===== config.mk =====
export PLATFORM = sky130hd
export DESIGN_NAME = ftg_frame_timer
export DESIGN_NICKNAME = d
export VERILOG_FILES = /design/src/rtl/ftg_pkg.sv /design/src/rtl/ftg_frame_counter.sv /design/src/rtl/ftg_status_timer.sv /design/src/rtl/ftg_irq_latch.sv /design/src/rtl/ftg_frame_timer.sv
export SDC_FILE = /design/constraint.sdc
export NUM_CORES = 1
export LEC_CHECK = 0
export CORE_MARGIN = 10
export CORE_UTILIZATION = 43
export CTS_CLUSTER_SIZE = 28
export DETAILED_ROUTE_END_ITERATION = 10
export GPL_TIMING_DRIVEN = 0
export PLACE_DENSITY_LB_ADDON = 0.2
export SYNTH_ARGS = -nofsm -noshare
export SYNTH_HDL_FRONTEND = slang
export SYNTH_SLANG_ARGS = --single-unit

===== constraint.sdc =====
create_clock -name clk -period 4.96 [get_ports clk]
set_input_delay 0.992 -clock clk [delete_from_list [all_inputs] [get_ports clk]]
set_output_delay 0.992 -clock clk [all_outputs]
set_load 0.05 [all_outputs]

===== src/rtl/ftg_pkg.sv =====
package ftg_pkg;

  typedef enum logic [1:0] {
    MODE_LONG  = 2'd0,
    MODE_SHORT = 2'd1,
    MODE_MID   = 2'd2,
    MODE_HALF  = 2'd3
  } ftg_mode_e;

  localparam int unsigned BP_SCALE = 10000;
  localparam int unsigned VBL_BP   = 250;

  function automatic int unsigned mode_bp(input int unsigned m);
    case (m)
      0:       mode_bp = 4800;
      1:       mode_bp = 480;
      2:       mode_bp = 912;
      default: mode_bp = 2400;
    endcase
  endfunction

  function automatic int unsigned frac_cycles(input int unsigned frame, input int unsigned bp);
    longint unsigned prod;
    prod = longint'(frame) * longint'(bp);
    frac_cycles = int'(prod / BP_SCALE);
  endfunction

endpackage


===== src/rtl/ftg_frame_counter.sv =====
module ftg_frame_counter #(
  parameter int unsigned FRAME_CYC = 10000,
  parameter int unsigned VBL_CYC   = 250,
  parameter int unsigned PW        = $clog2(FRAME_CYC)
) (
  input  logic          clk,
  input  logic          rst_n,
  output logic [PW-1:0] pos_o,
  output logic          last_o,
  output logic          vblank_o
);
  localparam logic [PW-1:0] LAST = PW'(FRAME_CYC - 1);
  localparam logic [PW-1:0] VBL  = PW'(VBL_CYC);

  logic [PW-1:0] pos_q;

  always_ff @(posedge clk or negedge rst_n) begin
    if (!rst_n)              pos_q <= LAST;
    else if (pos_q == LAST)  pos_q <= '0;
    else                     pos_q <= pos_q + 1'b1;
  end

  assign pos_o    = pos_q;
  assign last_o   = (pos_q == LAST);
  assign vblank_o = (pos_q < VBL);

  a_r1_pos_range: assert property (@(posedge clk) disable iff (!rst_n) pos_q <= LAST);
  a_r1_wrap:      assert property (@(posedge clk) disable iff (!rst_n) last_o |=> (pos_q == '0));
  a_r2_vbl_start: assert property (@(posedge clk) disable iff (!rst_n) last_o |=> vblank_o);
  a_r2_vbl_hold:  assert property (@(posedge clk) disable iff (!rst_n) (!vblank_o && !last_o) |=> !vblank_o);
endmodule


===== src/rtl/ftg_status_timer.sv =====
module ftg_status_timer
  import ftg_pkg::*;
#(
  parameter int unsigned FRAME_CYC = 10000,
  parameter int unsigned PW        = $clog2(FRAME_CYC),
  parameter int unsigned STATUS_W  = 32,
  parameter int unsigned FLAG_BIT  = 1
) (
  input  logic                clk,
  input  logic                rst_n,
  input  logic                last_i,
  input  logic [PW-1:0]       pos_i,
  input  logic [1:0]          mode_i,
  output logic                flag_o,
  output logic [STATUS_W-1:0] word_o,
  output logic [STATUS_W-1:0] mask_o
);
  localparam int unsigned NMODE = 4;

  logic [PW-1:0] dly_tab [NMODE];
  logic [PW-1:0] dly_q;

  for (genvar g = 0; g < NMODE; g++) begin : g_dly
    localparam int unsigned D = frac_cycles(FRAME_CYC, mode_bp(g));
    assign dly_tab[g] = PW'(D);
  end

  always_ff @(posedge clk or negedge rst_n) begin
    if (!rst_n)      dly_q <= '0;
    else if (last_i) dly_q <= dly_tab[mode_i];
  end

  assign flag_o = (pos_i < dly_q);

  always_comb begin
    word_o           = '1;
    word_o[FLAG_BIT] = flag_o;
  end

  assign mask_o = {STATUS_W{flag_o}};

  a_r5_no_midframe_arm: assert property (@(posedge clk) disable iff (!rst_n) (!last_i && !flag_o) |=> !flag_o);
  a_r4_clear_by_end:    assert property (@(posedge clk) disable iff (!rst_n) last_i |-> !flag_o);
  a_r4_stable_delay:    assert property (@(posedge clk) disable iff (!rst_n) !last_i |=> $stable(dly_q));
endmodule


===== src/rtl/ftg_irq_latch.sv =====
module ftg_irq_latch (
  input  logic clk,
  input  logic rst_n,
  input  logic set_i,
  input  logic ack_i,
  output logic irq_o
);
  logic irq_q;

  always_ff @(posedge clk or negedge rst_n) begin
    if (!rst_n)     irq_q <= 1'b0;
    else if (set_i) irq_q <= 1'b1;
    else if (ack_i) irq_q <= 1'b0;
  end

  assign irq_o = irq_q;

  a_r3_set:   assert property (@(posedge clk) disable iff (!rst_n) set_i |=> irq_o);
  a_r3_hold:  assert property (@(posedge clk) disable iff (!rst_n) (irq_o && !ack_i) |=> irq_o);
  a_r3_clear: assert property (@(posedge clk) disable iff (!rst_n) (ack_i && !set_i) |=> !irq_o);
endmodule


===== src/rtl/ftg_frame_timer.sv =====
module ftg_frame_timer
  import ftg_pkg::*;
#(
  parameter int unsigned CLK_HZ   = 600000,
  parameter int unsigned FRAME_HZ = 60,
  parameter int unsigned STATUS_W = 32
) (
  input  logic                clk,
  input  logic                rst_n,
  input  logic [1:0]          mode_i,
  input  logic                irq_ack_i,
  output logic                vblank_o,
  output logic                irq_o,
  output logic [STATUS_W-1:0] status_word_o,
  output logic [STATUS_W-1:0] status_mask_o
);
  localparam int unsigned FRAME_CYC = CLK_HZ / FRAME_HZ;
  localparam int unsigned VBL_CYC   = frac_cycles(FRAME_CYC, VBL_BP);
  localparam int unsigned PW        = $clog2(FRAME_CYC);

  logic [PW-1:0] pos;
  logic          last;
  logic          flag;

  ftg_frame_counter #(.FRAME_CYC(FRAME_CYC), .VBL_CYC(VBL_CYC), .PW(PW)) u_cnt (
    .clk(clk), .rst_n(rst_n), .pos_o(pos), .last_o(last), .vblank_o(vblank_o)
  );

  ftg_status_timer #(.FRAME_CYC(FRAME_CYC), .PW(PW), .STATUS_W(STATUS_W), .FLAG_BIT(1)) u_stat (
    .clk(clk), .rst_n(rst_n), .last_i(last), .pos_i(pos), .mode_i(mode_i),
    .flag_o(flag), .word_o(status_word_o), .mask_o(status_mask_o)
  );

  ftg_irq_latch u_irq (
    .clk(clk), .rst_n(rst_n), .set_i(last), .ack_i(irq_ack_i), .irq_o(irq_o)
  );

  a_r3_irq_with_vblank: assert property (@(posedge clk) disable iff (!rst_n) $rose(vblank_o) |-> irq_o);
  a_r7_mask_onehot:     assert property (@(posedge clk) disable iff (!rst_n) $onehot0(~status_word_o));
endmodule


==> impl_metrics.ini <==
[timing]
worst_pin_slew_ps = 1030
setup_viol_count_final = 0
period_needed_ps = 4280
fin_ws_ps = 680
clock_skew_ps = 5.60
max_clock_freq_ghz = 0.234
slew_violations = 0
hold_viol = 0
hold_slack_ps = 488
rsz0062_at_grt = no
slew_headroom_pct = 31.4
fin_crit_sh_pct = 86.3

[setup_path]
path_cells = ha_1 > a41oi_1 > o22ai_1 > a41oi_2 > buf_8 > buf_4 > clkdlybuf4s50_1
worstPathArrival_ps = 3290
cp_top_family = buffers and inverters
r2r_setup_slack_ps = 3210
path_class = flop to output port
cp_slowest_stage_delay_ps = 810
cp-end-kind = output port
cp_slowest_cell = clkdlybuf4s50_1
worstPathRequired_ps = 3970
worstSetupStartpointType = flop
critPathMaxFanout = 19
worst-path-buf-inv = 3

[floorplan]
rows = 22
die_w_um = 83.1
core_area_mm2 = 0.00374
die_area_mm2 = 0.00691
dieHeight_um = 83.1
start_util_pct = 45.8
io_pins = 71

[global_routing]
grt_pass1_vias = 1260
grt-ovfl-total = 0
grt_usage_pct = 10.8
antenna_found_initial = 0
grt_max_degree = 24
grt_pass1_wl_um = 6450

[yosys]
synth-edff-count = 0
async_flop_share_pct = 100
synth_seq_area_share_pct = 34.2
yosys.area.top_type_share_pct = 28.5
ys_top_cells_by_area = buf_4 28%, dfrtp_1 22%, dfstp_2 12%, ha_1 5.8%, xnor2_1 3.6%
netlist_area_mm2 = 0.00171
synth_cell_types = 42
synth-seq-cells = 23
synth_common_cells = 65 x buf_4, 15 x dfrtp_1, 8 x dfstp_2, 8 x ha_1, 8 x inv_1
yosysTopAreaCell = buf_4
yosys_warnings = 0
avgSynthCellArea_um2 = 9.80
synth-main-ff-cell = dfrtp_1
synthCells = 175
synth_most_common_cell = buf_4

[clock_tree]
cts_resized = 0
insertion_delay_ps = 270
cts_tree = built
root_buffer = clkbuf_8
cts_buffers = 3
ctsHoldBuffers = 0
cts_buffer_depth = 2
clock_sinks = 23
clk_pin_slew_worst_paths_ps = 80
h-tree-depth = 1
cts_setup_buffers = 0

[power]
power_density_mw_per_mm2 = 166
power.leakage_nw = 1.14
ir_drop_mv = 0.177
finalPower_mw = 0.388

[cells_and_area]
n_antenna_cell = 0
nets = 263
synthToLayoutAreaGrowth_pct = 36.8
stdcell_count = 297
nFillCells = 330
drive_above_1_share_pct = 36.1
design_area_mm2 = 0.00234

[run]
drv_cap = 0

[route]
ant_nets = 0
dr.pass1.iters = 4
vias = 1232
via_per_inst = 4.15
routed_wl_um = 3740
drc = 0
wl_per_cell_um = 12.6
drt_iter0_markers = 42

[placement]
numPortBuffers = 39
place_area_mm2 = 0.00230
dp_slack_ps = 948
place_congestion = 0.757
dp_hpwl_um = 3070
dpl.cell_count = 293

[run_status]
outcome = completed

[hold_path]
min-delay-path-class = flop to flop
stage by stage:
step           util, %  setup TNS [ps]
2_1_floorplan        -               0
3_3_place_gp      60.8           -3940
3_5_place_dp      61.4               0
4_1_cts           62.6               0
5_1_grt           62.6               0
6_report          62.6               0
logic make-up (layout without fill, tap and decap cells):
logic type / count (synthesis) / in the layout / synth area share (%)
mux: 1 / 1 / 0.584
simple gates: 35 / 35 / 13.1
compound gates: 21 / 21 / 9.42
xor+xnor: 10 / 10 / 5.11
other cells: 1 / 31 / 0.219
fa+ha+maj: 8 / 8 / 5.84
buf+inv: 76 / 120 / 31.6
flops: 23 / 23 / 34.2
flip-flops by register name (all words and copies together) (netlist names):
register	cells
u_stat.dly_q	8
u_irq.irq_o	1
u_cnt.pos_o	14
cell type report:
| class | count | area (um^2) | share of cell area (%) |
|---|---|---|---|
| Buffer | 68 | 512 | 21.8 |
| Clock buffer | 4 | 45.0 | 1.92 |
| Inverter | 8 | 30.0 | 1.28 |
| Multi-Input combinational cell | 106 | 707 | 30.1 |
| Sequential cell | 23 | 586 | 25.0 |
| Tap cell | 48 | 60.1 | 2.56 |
| Timing Repair Buffer | 40 | 405 | 17.3 |
worst paths after layout:
path	startpoint	cells past startpoint	to
max	u_cnt.pos_o[8]$_DFF_PN1_	7	status_mask_o[19]
min	u_stat.dly_q[12]$_DFFE_PN0P_	1	u_stat.dly_q[12]$_DFFE_PN0P_
max reg2reg	u_cnt.pos_o[0]$_DFF_PN1_	6	u_stat.dly_q[6]$_DFFE_PN0P_
min reg2reg	u_stat.dly_q[12]$_DFFE_PN0P_	1	u_stat.dly_q[12]$_DFFE_PN0P_
max in group asynchronous	rst_n	1	u_cnt.pos_o[12]$_DFF_PN0_
min in group asynchronous	rst_n	1	u_stat.dly_q[4]$_DFFE_PN0P_
per-layer routing:
layer	wire (um)	track usage, %
met1	1740	13.4
met2	1660	17.0
met3	280	3.52
met4	59	3.69
met5	0	0
power breakdown:
group / switching, mW / internal [mW]
combinational: 0.0616 / 0.0208
sequential: 0.000325 / 0.189
clock: 0.0595 / 0.0574
total: 0.121 / 0.267
placed cells by master, fill, tap and decap left out, types with 2 or more instances in the layout:
master           netlist  final
nand3_1                5      5
inv_1                  8      8
buf_4                 65     65
conb_1                 1     31
xnor2_1                7      7
nor2_1                 6      6
clkbuf_1               1      2
buf_8                  1      2
clkbuf_8               0      3
and3_1                 2      2
ha_1                   8      8
nand4_1                3      3
dfrtp_1               15     15
and4_1                 2      2
a21o_1                 2      2
clkdlybuf4s50_1        0     39
nand2_1                6      6
dfstp_2                8      8
xor2_1                 3      3
o21ai_0                5      5
a211oi_1               2      2
nor3_1                 2      2
Power figures use the tool's default switching activity.
